$ cat src/rtl/gptmr_pkg.sv
package gptmr_pkg;

  localparam int CTRL_W     = 16;
  localparam int B_RUN      = 15;
  localparam int B_IDLESTOP = 13;
  localparam int B_GATE     = 6;
  localparam int B_PS_LO    = 4;
  localparam int B_SYNC     = 2;
  localparam int B_SRC      = 1;
  localparam logic [CTRL_W-1:0] CTRL_MASK = 16'hA076;

  typedef enum logic [1:0] {
    REG_CTRL   = 2'd0,
    REG_COUNT  = 2'd1,
    REG_PERIOD = 2'd2,
    REG_IRQ    = 2'd3
  } reg_sel_e;

  // log2 of the division ratio for each prescale code
  function automatic int unsigned ps_shift(input logic [1:0] sel);
    case (sel)
      2'b00:   return 0;
      2'b01:   return 3;
      2'b10:   return 6;
      default: return 8;
    endcase
  endfunction

endpackage

$ cat src/rtl/gptmr_sync_edge.sv
module gptmr_sync_edge #(
  parameter int STAGES = 2
) (
  input  logic clk,
  input  logic rst,
  input  logic din,
  output logic lvl,
  output logic rise,
  output logic fall,
  output logic early_rise
);
  localparam int DEPTH = STAGES + 1;

  logic [DEPTH-1:0] pipe_q;

  always_ff @(posedge clk) begin
    if (rst) pipe_q <= '0;
    else     pipe_q <= {pipe_q[DEPTH-2:0], din};
  end

  assign lvl        = pipe_q[STAGES-1];
  assign rise       = pipe_q[STAGES-1] & ~pipe_q[STAGES];
  assign fall       = ~pipe_q[STAGES-1] & pipe_q[STAGES];
  // edge seen after a single sampling flop (source already synchronous)
  assign early_rise = pipe_q[0] & ~pipe_q[1];

endmodule

$ cat src/rtl/gptmr_prescaler.sv
module gptmr_prescaler #(
  parameter int PS_W = 8
) (
  input  logic       clk,
  input  logic       rst,
  input  logic       clr,
  input  logic       tick_in,
  input  logic [1:0] sel,
  output logic       tick_out
);
  import gptmr_pkg::*;

  logic [PS_W-1:0] pcnt_q;
  logic [PS_W-1:0] term;
  logic            at_term;

  assign term     = PS_W'((32'd1 << ps_shift(sel)) - 32'd1);
  assign at_term  = (pcnt_q >= term);
  assign tick_out = tick_in & at_term & ~clr;

  always_ff @(posedge clk) begin
    if (rst)          pcnt_q <= '0;
    else if (clr)     pcnt_q <= '0;
    else if (tick_in) pcnt_q <= at_term ? '0 : pcnt_q + 1'b1;
  end

endmodule

$ cat src/rtl/gptmr_top.sv
module gptmr_top #(
  parameter int CNT_W       = 16,
  parameter int PS_W        = 8,
  parameter int SYNC_STAGES = 2
) (
  input  logic             clk,
  input  logic             rst,
  input  logic             bus_we,
  input  logic [1:0]       bus_addr,
  input  logic [CNT_W-1:0] bus_wdata,
  output logic [CNT_W-1:0] bus_rdata,
  input  logic             gate_in,
  input  logic             ext_clk_in,
  input  logic             idle_req,
  output logic             irq_o
);
  import gptmr_pkg::*;

  logic [CTRL_W-1:0] ctrl_q;
  logic [CNT_W-1:0]  cnt_q, prd_q;
  logic              flag_q, ien_q, irq_q;

  // register decode
  logic wr_ctrl, wr_cnt, wr_prd, wr_irq;
  assign wr_ctrl = bus_we && (bus_addr == REG_CTRL);
  assign wr_cnt  = bus_we && (bus_addr == REG_COUNT);
  assign wr_prd  = bus_we && (bus_addr == REG_PERIOD);
  assign wr_irq  = bus_we && (bus_addr == REG_IRQ);

  // control fields
  logic ctrl_on, idle_stop, gate_mode, ext_sync, src_ext;
  logic [1:0] ps_sel;
  assign ctrl_on   = ctrl_q[B_RUN];
  assign idle_stop = ctrl_q[B_IDLESTOP];
  assign gate_mode = ctrl_q[B_GATE];
  assign ps_sel    = ctrl_q[B_PS_LO+1:B_PS_LO];
  assign ext_sync  = ctrl_q[B_SYNC];
  assign src_ext   = ctrl_q[B_SRC];

  // input conditioning
  logic gate_lvl, gate_fall, unused_gate_rise, unused_gate_early;
  logic ext_rise, ext_early, unused_ext_lvl, unused_ext_fall;

  gptmr_sync_edge #(.STAGES(SYNC_STAGES)) u_gate_sync (
    .clk(clk), .rst(rst), .din(gate_in),
    .lvl(gate_lvl), .rise(unused_gate_rise), .fall(gate_fall),
    .early_rise(unused_gate_early)
  );

  gptmr_sync_edge #(.STAGES(SYNC_STAGES)) u_ext_sync (
    .clk(clk), .rst(rst), .din(ext_clk_in),
    .lvl(unused_ext_lvl), .rise(ext_rise), .fall(unused_ext_fall),
    .early_rise(ext_early)
  );

  // tick source selection
  logic gated, held, ext_pulse, raw_tick, ps_clr, step;
  assign gated     = gate_mode & ~src_ext;
  assign held      = idle_req & idle_stop;
  assign ext_pulse = ext_sync ? ext_rise : ext_early;
  assign raw_tick  = ctrl_on & ~held &
                     (src_ext ? ext_pulse : (gated ? gate_lvl : 1'b1));
  assign ps_clr    = ctrl_on & (wr_ctrl | wr_cnt);

  gptmr_prescaler #(.PS_W(PS_W)) u_ps (
    .clk(clk), .rst(rst), .clr(ps_clr), .tick_in(raw_tick),
    .sel(ps_sel), .tick_out(step)
  );

  // counter and events
  logic match_evt, gate_evt, set_evt;
  assign match_evt = step & (cnt_q == prd_q) & ~wr_cnt;
  assign gate_evt  = ctrl_on & gated & gate_fall;
  assign set_evt   = match_evt | gate_evt;

  always_ff @(posedge clk) begin
    if (rst) begin
      ctrl_q <= '0;
      cnt_q  <= '0;
      prd_q  <= '1;
      flag_q <= 1'b0;
      ien_q  <= 1'b0;
      irq_q  <= 1'b0;
    end else begin
      if (wr_ctrl) ctrl_q <= bus_wdata[CTRL_W-1:0] & CTRL_MASK;
      if (wr_prd)  prd_q  <= bus_wdata;
      if (wr_cnt)            cnt_q <= bus_wdata;
      else if (match_evt)    cnt_q <= '0;
      else if (step)         cnt_q <= cnt_q + 1'b1;
      if (wr_irq) begin
        flag_q <= bus_wdata[0] | set_evt;
        ien_q  <= bus_wdata[1];
      end else if (set_evt) begin
        flag_q <= 1'b1;
      end
      irq_q <= flag_q & ien_q;
    end
  end

  // registered read port
  always_ff @(posedge clk) begin
    if (rst) bus_rdata <= '0;
    else begin
      case (bus_addr)
        REG_CTRL:   bus_rdata <= CNT_W'(ctrl_q);
        REG_COUNT:  bus_rdata <= cnt_q;
        REG_PERIOD: bus_rdata <= prd_q;
        default:    bus_rdata <= CNT_W'({ien_q, flag_q});
      endcase
    end
  end

  assign irq_o = irq_q;

endmodule

$ cat config.mk
export PLATFORM = sky130hd
export DESIGN_NAME = gptmr_top
export DESIGN_NICKNAME = d
export VERILOG_FILES = /design/src/rtl/gptmr_pkg.sv /design/src/rtl/gptmr_sync_edge.sv /design/src/rtl/gptmr_prescaler.sv /design/src/rtl/gptmr_top.sv
export SDC_FILE = /design/constraint.sdc
export NUM_CORES = 1
export LEC_CHECK = 0
export ABC_AREA = 1
export BUFFER_PORTS_ARGS = -buffer_cell sky130_fd_sc_hd__buf_2
export CAP_MARGIN = 15
export CORE_MARGIN = 1.5
export CORE_UTILIZATION = 60
export CTS_CLUSTER_SIZE = 30
export DETAILED_ROUTE_END_ITERATION = 6
export PLACE_DENSITY = 0.81
export SLEW_MARGIN = 20
export SYNTH_ARGS = -nofsm -noshare
export SYNTH_HDL_FRONTEND = slang
export SYNTH_SLANG_ARGS = --single-unit
$ cat constraint.sdc
create_clock -name clk -period 5.08 [get_ports clk]
set_clock_uncertainty 0.1 [all_clocks]
set_input_delay 1.016 -clock clk [delete_from_list [all_inputs] [get_ports clk]]
set_output_delay 1.016 -clock clk [all_outputs]
set_load 0.05 [all_outputs]
==> results of run 1 <==
per-stage QoR:
step                setup slack [ns]  utilization, %  total power, mW  cells
floorplan                      2.709               -           0.7558    590
global placement               2.137           64.06           0.7967    689
detailed placement             2.090           64.06           0.8022    689
CTS                            2.310           67.00            1.250    705
global route                   2.037           67.00            1.303    705
finish                         2.326           67.00            1.253    705
per-layer routing:
metal | up-vias | global-route usage (%) | part of all wire, %
met3 | 18 | 4.235 | 7.9
li1 | 1950 | - | -
met1 | 1761 | 40.88 | 45
met2 | 163 | 45.38 | 45
met5 | - | 0 | 0
met4 | 0 | 9.531 | 1.4
cell families (layout without fill, tap and decap cells):
kind of cell,after synthesis,after routing,share of synthesized area (%)
simple gates,292,292,33.65
buf+inv,114,149,11.53
compound gates,79,79,11.41
flops,72,72,34.95
xor+xnor,17,17,3.611
fa+ha+maj,16,16,4.854
final timing paths:
| check | start | endpoint | slack (ns) | cells past startpoint |
|---|---|---|---|---|
| worst max-delay path | ctrl_q[4]$_SDFFE_PP0P_ | cnt_q[0]$_SDFFE_PP0P_ | 2.33 | 17 |
| worst min-delay path | u_gate_sync.pipe_q[0]$_SDFF_PP0_ | u_gate_sync.pipe_q[1]$_SDFF_PP0_ | 0.31 | 2 |
| worst max register to register | ctrl_q[4]$_SDFFE_PP0P_ | cnt_q[0]$_SDFFE_PP0P_ | 2.33 | 17 |
| worst min register to register | u_gate_sync.pipe_q[0]$_SDFF_PP0_ | u_gate_sync.pipe_q[1]$_SDFF_PP0_ | 0.31 | 2 |
layout make-up:
class / instances / area, sq um
Sequential cell: 72 / 1441
Clock inverter: 5 / 56.30
Tap cell: 80 / 100.1
Inverter: 92 / 347.8
Multi-Input combinational cell: 404 / 2207
Timing Repair Buffer: 41 / 207.7
Clock buffer: 11 / 141.4
Fill cell: 582 / 2217
flip-flops by register name (all words and copies together) (netlist names):
signal	flops
u_gate_sync.pipe_q	3
prd_q	16
cnt_q	16
ctrl_q	7
u_ext_sync.pipe_q	3
u_ps.pcnt_q	8
ien_q	1
irq_o	1
flag_q	1
bus_rdata	16
cells in the final DEF (no fill, tap or decap), types with 15 or more instances in the layout:
cell and n:
nand2_1 162, buf_2 40, inv_1 85, nand4_1 21
a21oi_1 31, o21ai_0 20, nor3_1 15, dfxtp_1 72
nand3_1 29, ha_1 16, nor2_1 40
worst max-delay path, stage by stage (launching register included):
cell and delay, ns:
dfxtp_1 0.39, inv_1 0.13, ha_1 0.31, inv_1 0.08
nand2_1 0.07, o21ai_0 0.15, a21oi_1 0.08, ha_1 0.29
nand2_1 0.05, nor2_1 0.08, nand2_1 0.08, nand2_1 0.16
nand2_2 0.12, nor2_8 0.23, nand4_1 0.12, nand3_1 0.12
nand2_1 0.06, inv_1 0.08
where the power goes:
| group | leakage, nW | total [mW] | internal [mW] | switching, mW |
|---|---|---|---|---|
| clock | 0.0993 | 0.459 | 0.240 | 0.219 |
| sequential | 0.589 | 0.609 | 0.589 | 0.0203 |
| combinational | 1.43 | 0.184 | 0.0552 | 0.129 |
==> run summary, run 1 <==
Status -> complete, no violations
Synth-to-layout area growth -> 9.163%
Slew Limit Fails -> 0
Root Driver -> clkbuf_8
First-pass GRT wire length -> 16780 um
Most frequent cell after synthesis -> nand2_1
# clock sinks -> 72
Setup TNS -> 0 ns
Fin crit period -> 2.754 ns
Leak pwr -> 2.118 nW
Critical-path maximum fanout -> 16
Actual slew at the worst max-slew pin -> 1.093 ns
Post-synth top cells -> 162 x nand2_1, 85 x inv_1, 72 x dfxtp_1, 40 x nor2_1, 31 x a21oi_1
N_diodes -> 0
Synth Cell Area -> 4124 sq um
Worst min-delay path class -> flop to flop
Residual DRC -> 0
Post-route cell area -> 4502 sq um
Synth top area cells -> dfxtp_1 35%, nand2_1 15%, inv_1 7.7%
Largest area contributor in the netlist -> dfxtp_1
Core area -> 6719 sq um
Chip Height -> 85.91 um
Gr usage total -> 28.88%
Fmax achieved -> 363.2 MHz
Remaining Overflow, GRT -> 0
Post-synth top area share -> 34.95%
Die Area -> 7380 sq um
Chip width -> 85.91 um
Clock-pin slew on the worst setup and hold paths -> 0.08 ns
Setup Buffers After CTS -> 0
CTS Buf Count -> 9
CTS resizes -> 0
CP Launch Type -> flop
Initial Utilization -> 61.38%
CTS Buffer Depth -> 2
CP arrival -> 2.94 ns
Final Cycle Share -> 54.20%
Final net count -> 660
Vias per cell -> 5.521
Drt wl/cell -> 14.34 um
Clock Latency Late Sink -> 0.35 ns
Max Cap Violations -> 0
H-tree depth -> 3
Fin. Hold Viols -> 0
Hold_ws -> 0.3075 ns
Sequential fraction of the synthesis area -> 34.95%
Final antenna-violating net count -> 0
Initial antenna violation count -> 0
Final setup vio count -> 0
Cell row count -> 30
Kind of critical path -> flop to flop
Cts hold-fix bufs -> 0
Routability congestion estimate -> 0.8825
Layout cell share with drive strength beyond 1 -> 14.88%
Number of synthesized flops with an enable pin -> 0
Yosys warns -> 0
Seq cells post-synth -> 72
Synth Flop Type -> dfxtp_1
Worst VDD drop -> 0.1827 mV
Via Count -> 3892
Worst EP required -> 5.27 ns
Async set-reset flop share out of synthesis -> 0%
1st-iter DRT viols -> 452
Distinct cells, synth -> 38
CTS tree -> built
Largest net degree at the start of global routing -> 36
Syn Area/Cell -> 6.990 sq um
Vias in the first global route -> 3528
Post-Syn Instances -> 590
HPWL after detailed placement -> 7192 um
Synth Net Count -> 630
I/O pin total -> 41
Wirelength, routed -> 10110 um
PwrDens -> 278.2 nW/um^2
Dpl cell area -> 4304 sq um
First-pass detailed-route iteration total -> 5
Port bufs -> 40
CP Capture Type -> flop
RSZ-0062 raised after global routing -> no
Slew Limit Headroom -> 27.05%
Note: power is estimated with default switching activity, not from simulation.
==> run 2: changes to the inputs <==
--- a/config.mk
+++ b/config.mk
@@ -9,10 +9,10 @@
 export BUFFER_PORTS_ARGS = -buffer_cell sky130_fd_sc_hd__buf_2
 export CAP_MARGIN = 15
 export CORE_MARGIN = 1.5
-export CORE_UTILIZATION = 60
+export CORE_UTILIZATION = 59
 export CTS_CLUSTER_SIZE = 30
 export DETAILED_ROUTE_END_ITERATION = 6
-export PLACE_DENSITY = 0.81
+export PLACE_DENSITY = 0.8
 export SLEW_MARGIN = 20
 export SYNTH_ARGS = -nofsm -noshare
 export SYNTH_HDL_FRONTEND = slang
==> constraint.sdc (replaced) <==
create_clock -name clk -period 2.8 [get_ports clk]
set_clock_uncertainty 0.1 [all_clocks]
set_input_delay 0.56 -clock clk [delete_from_list [all_inputs] [get_ports clk]]
set_output_delay 0.56 -clock clk [all_outputs]
set_load 0.05 [all_outputs]
==> run 2 against run 1 <==
  * Fmax grew 5.8%
  * Global-route usage grew 0.58 points
  * Sequential share of layout area shrank 0.71 points
==> run summary, run 2 (same netlist as run 1, synthesis figures left out) <==
Gr usage total -> 29.46%
Vias per cell -> 5.514
Fin cells -> 730
Core area -> 6794 sq um
Final net count -> 669
Drt wl/cell -> 14.42 um
Slew Limit Headroom -> 65.30%
Residual DRC -> 0
Worst min-delay path class -> primary input to flop
H-tree depth -> 3
CP arrival -> 2.79 ns
First-pass detailed-route iteration total -> 6
Port bufs -> 40
I/O pin total -> 41
Fin crit period -> 2.603 ns
Final antenna-violating net count -> 0
Critical-path maximum fanout -> 8
Clock Latency Late Sink -> 0.35 ns
Setup TNS -> 0 ns
Clock-pin slew on the worst setup and hold paths -> 0.08 ns
Vias in the first global route -> 3634
CTS tree -> built
Initial antenna violation count -> 0
Wirelength, routed -> 10530 um
Fin. Hold Viols -> 0
Synth-to-layout area growth -> 11.65%
Via Count -> 4025
Most common cell after layout, fill and taps aside -> nand2_1
Leak pwr -> 2.159 nW
Cts hold-fix bufs -> 0
Dpl cells -> 711
Fmax achieved -> 384.1 MHz
Initial Utilization -> 60.70%
Routability congestion estimate -> 0.9285
CP Capture Type -> flop
Final setup vio count -> 0
First-pass GRT wire length -> 17130 um
Cell row count -> 30
HPWL after detailed placement -> 7237 um
Remaining Overflow, GRT -> 0
Slew Limit Fails -> 0
# clock sinks -> 72
Kind of critical path -> flop to flop
Status -> complete, no violations
CTS Buffer Depth -> 2
Largest registers -> bus_rdata (16), cnt_q (16), prd_q (16)
RSZ-0062 raised after global routing -> no
Max Cap Violations -> 0
Worst EP required -> 2.99 ns
1st-iter DRT viols -> 311
Largest net degree at the start of global routing -> 33
CP Launch Type -> flop
Most frequent cells in the layout -> 161 x nand2_1, 85 x inv_1, 72 x dfxtp_1, 40 x nor2_1, 40 x buf_2
Die Area -> 7500 sq um
Worst VDD drop -> 0.2599 mV
Layout cell share with drive strength beyond 1 -> 16.09%
Actual slew at the worst max-slew pin -> 0.5199 ns
Final Cycle Share -> 92.97%
N_diodes -> 0
PwrDens -> 494.3 nW/um^2
Root Driver -> clkbuf_8
CTS Buf Count -> 9
Chip Height -> 86.61 um
Chip width -> 86.61 um
[run 2: worst max-delay path, cell delays in order, from the launching register on]
cell and delay [ns]:
dfxtp_1 0.39, inv_1 0.13, ha_1 0.30, inv_1 0.08, nand2_1 0.06, o21ai_0 0.15, a21oi_1 0.06, ha_1 0.27
nand2_1 0.04, nor2_1 0.07, nand2_1 0.08, nand2_2 0.13, nand2_4 0.11, nor2_4 0.24, nand4_1 0.14, a21oi_1 0.17
[run 2: timing repair]
item                                    CTS  global route
gates resized for setup                   0             2
endpoints found under the setup margin    0            13
buffers inserted                          0             2
[run 2: through the flow]
stage	util (%)	setup slack, ns	instance area [sq um]	power (mW)	hold slack, ns
final	67.77	0.1967	4604	2.276	0.3004
after global routing	67.77	0.02143	4604	2.372	0.3079
after CTS	67.09	0.1560	4558	2.269	0.2950
after detailed placement	64.31	0.1773	4369	1.463	0.2967
after global placement	64.31	0.3042	4369	1.452	0.2889
after floorplan	-	0.4288	4124	1.371	0.2883
[run 2: final cells by class]
class / count / area, sq um
Fill cell: 576 / 2190
Inverter: 92 / 347.8
Sequential cell: 72 / 1441
Clock buffer: 11 / 131.4
Multi-Input combinational cell: 405 / 2226
Tap cell: 96 / 120.1
Timing Repair Buffer: 49 / 280.3
Clock inverter: 5 / 57.56
[run 2: routing by layer]
layer	up-vias	routed length [um]	GRT usage, %
met1	1821	4618	40.34
met5	-	0	0
met4	0	201	9.531
met2	214	4820	46.59
met3	18	890	6.000
li1	1972	-	-
[run 2: final timing paths]
path	start	end	slack, ns	cells past startpoint
min reg2reg	u_gate_sync.pipe_q[0]$_SDFF_PP0_	u_gate_sync.pipe_q[1]$_SDFF_PP0_	0.30	2
min	gate_in	u_gate_sync.pipe_q[0]$_SDFF_PP0_	0.30	3
max	ctrl_q[4]$_SDFFE_PP0P_	cnt_q[4]$_SDFFE_PP0P_	0.20	15
max reg2reg	ctrl_q[4]$_SDFFE_PP0P_	cnt_q[4]$_SDFFE_PP0P_	0.20	15
[run 2: where the power goes]
| part | total [mW] | leakage, nW | switching (mW) | internal (mW) |
|---|---|---|---|---|
| logic | 0.356 | 1.48 | 0.245 | 0.110 |
| registers | 1.10 | 0.589 | 0.0355 | 1.07 |
| clock network | 0.817 | 0.0856 | 0.407 | 0.410 |
| total | 2.28 | 2.16 | 0.688 | 1.59 |
==> run 3: changes to the inputs <==
==> constraint.sdc (replaced) <==
create_clock -name clk -period 2.5 [get_ports clk]
set_clock_uncertainty 0.1 [all_clocks]
set_input_delay 0.5 -clock clk [delete_from_list [all_inputs] [get_ports clk]]
set_output_delay 0.5 -clock clk [all_outputs]
set_load 0.05 [all_outputs]
==> run 3 against run 2 <==
  * Final area rose by 3.2%
  * Power up 15%
  * Register-to-register slack got worse by 0.18 ns
  * Flip-flop and latch count is the same
  * Non-clock buffer count up 4
  * Via count is 0.15% higher
  * Clock power increased by 13%
  * Highest routed layer unchanged
==> run summary, run 3 (same netlist as run 1, synthesis figures left out) <==
CP cell instances -> buf_4 -> ha_1 -> inv_1 -> o21ai_1 -> a21oi_1 -> ha_1 -> a21oi_2 -> o21a_1 -> nand2_4 -> nand2_8 -> nor2_8 -> nand4_1 -> nand3_1 -> nand2_1 -> inv_1
Routability congestion estimate -> 0.9363
Endpoint with the worst hold slack -> u_gate_sync.pipe_q[0]$_SDFF_PP0_
Most common cell after layout, fill and taps aside -> nand2_1
Cts hold-fix bufs -> 0
Hold_ws -> 0.2454 ns
Worst min-delay path class -> primary input to flop
Fmax achieved -> 402.9 MHz
Initial antenna violation count -> 0
Residual DRC -> 0
Fin crit period -> 2.482 ns
Vias in the first global route -> 3596
Most frequent cells in the layout -> 159 x nand2_1, 82 x inv_1, 70 x dfxtp_1, 40 x nor2_1, 40 x buf_2
Fin cells -> 734
Drt wl/cell -> 14.90 um
Setup Slack @ Placement -> -0.02198 ns
Chip Height -> 86.61 um
Port bufs -> 40
RR Endpoint -> cnt_q[0]$_SDFFE_PP0P_
I/O pin total -> 41
N_diodes -> 0
First-pass detailed-route iteration total -> 7
1st-iter DRT viols -> 388
Utilization after layout -> 69.94%
Wirelength, routed -> 10930 um
First-pass GRT wire length -> 16840 um
Tot Pwr -> 2.623 mW
Slowest stage delay, CP -> 0.34 ns
Clock Latency Late Sink -> 0.35 ns
Status -> complete, no violations
FF-to-FF path depth -> 15
Final Cycle Share -> 99.28%
Synth-to-layout area growth -> 15.23%
Vias per cell -> 5.492
Dpl cell area -> 4392 sq um
Fin worst setup slack -> 0.01804 ns
Remaining Overflow, GRT -> 0
# clock sinks -> 72
Fillers -> 568
Worst EP required -> 2.69 ns
Layout cell share with drive strength beyond 1 -> 19.12%
Root Driver -> clkbuf_8
CP Launch Type -> flop
Final net count -> 674
CP arrival -> 2.68 ns
Initial Utilization -> 60.70%
Largest registers -> bus_rdata (16), cnt_q (16), prd_q (16)
Hold path cells -> 3
Critical-path maximum fanout -> 8
HPWL after detailed placement -> 7279 um
Slowest CP cell -> dfxtp_2
Int Pwr -> 1.833 mW
Chip width -> 86.61 um
Gr usage total -> 28.89%
Post-route cell area -> 4752 sq um
Cell row count -> 30
H-tree depth -> 3
Clock network power share -> 35.3%
Final setup vio count -> 0
Fin. Hold Viols -> 0
Largest net degree at the start of global routing -> 33
Setup TNS -> 0 ns
Dpl cells -> 714
CTS Buf Count -> 9
Kind of critical path -> flop to flop
Worst Hold Launch -> gate_in
CTS tree -> built
Core area -> 6794 sq um
Seq pwr share -> 47.1%
Net switching power -> 790.0 uW
CTS Buffer Depth -> 2
Leak pwr -> 2.190 nW
CP Capture Type -> flop
PwrDens -> 552.0 nW/um^2
Switching Fraction -> 30.12%
Die Area -> 7500 sq um
Actual slew at the worst max-slew pin -> 0.4689 ns
Clock-pin slew on the worst setup and hold paths -> 0.07 ns
Max Cap Violations -> 0
Final antenna-violating net count -> 0
Slew Limit Fails -> 0
Slew Limit Headroom -> 68.71%
Comb pwr share -> 17.6%
Reg2reg start -> ctrl_q[5]$_SDFFE_PP0P_
Via Count -> 4031
RSZ-0062 raised after global routing -> yes
R2r setup slk -> 0.02 ns
Worst VDD drop -> 0.4555 mV
==> run 3: cell count changes in the layout (fill, tap and decap cells not counted), moves of 3 or more <==
| cell | delta |
|---|---|
| ha_4 | +4 |
| inv_1 | -3 |
| ha_1 | -4 |
| buf_4 | +3 |
==> run 3: cell type report <==
type	instances	area, sq um	area share, %
Sequential cell	72	1444	30.38
Multi-Input combinational cell	406	2326	48.95
Clock buffer	10	137.6	2.896
Tap cell	96	120.1	2.528
Timing Repair Buffer	53	314.1	6.609
Clock inverter	5	57.56	1.211
Inverter	92	352.8	7.425
==> run 3: worst max path at each step <==
stage	from	end	slack [ns]
5_1_grt	ctrl_q[5]$_SDFFE_PP0P_	cnt_q[0]$_SDFFE_PP0P_	-0.1
3_5_place_dp	ctrl_q[4]$_SDFFE_PP0P_	u_ps.pcnt_q[2]$_SDFFE_PP0P_	-0.02
3_3_place_gp	ctrl_q[5]$_SDFFE_PP0P_	cnt_q[8]$_SDFFE_PP0P_	0.12
6_report	ctrl_q[5]$_SDFFE_PP0P_	cnt_q[0]$_SDFFE_PP0P_	0.02
2_1_floorplan	ctrl_q[4]$_SDFFE_PP0P_	cnt_q[10]$_SDFFE_PP0P_	0.13
4_1_cts	ctrl_q[4]$_SDFFE_PP0P_	u_ps.pcnt_q[1]$_SDFFE_PP0P_	0.02
==> run 3: layer usage <==
metal	vias up	part of all wire, %	global-route usage [%]
li1	1969	-	-
met1	1823	43	40.74
met2	200	45	44.11
met3	39	8.7	5.333
met4	0	3.3	10.56
met5	-	0	0
==> run 3: power groups by stage <==
stage / logic [mW] / clock network (mW) / registers, mW
final: 0.461 / 0.927 / 1.24
after CTS: 0.385 / 0.933 / 1.23
after detailed placement: 0.381 / 0 / 1.26
after floorplan: 0.239 / 0 / 1.30
after global routing: 0.504 / 0.989 / 1.24
after global placement: 0.372 / 0 / 1.26
==> run 3: repair_timing <==
action | 4_1_cts | 5_1_grt
pin swaps | 0 | 11
gates cloned | 0 | 2
hold endpoints to repair | 0 | 0
setup endpoints to repair | 3 | 23
buffers inserted | 0 | 3
gates resized for setup | 2 | 25
==> run 3: critical path: cells and delay by family (launching register included) <==
family / cells / cell delay, ns
AO/OA/AOI/OAI: 4 / 0.49
adder cells (fa/ha/maj): 2 / 0.41
buffers and inverters: 3 / 0.33
flip-flops: 1 / 0.34
AND/OR/NAND/NOR: 6 / 0.75
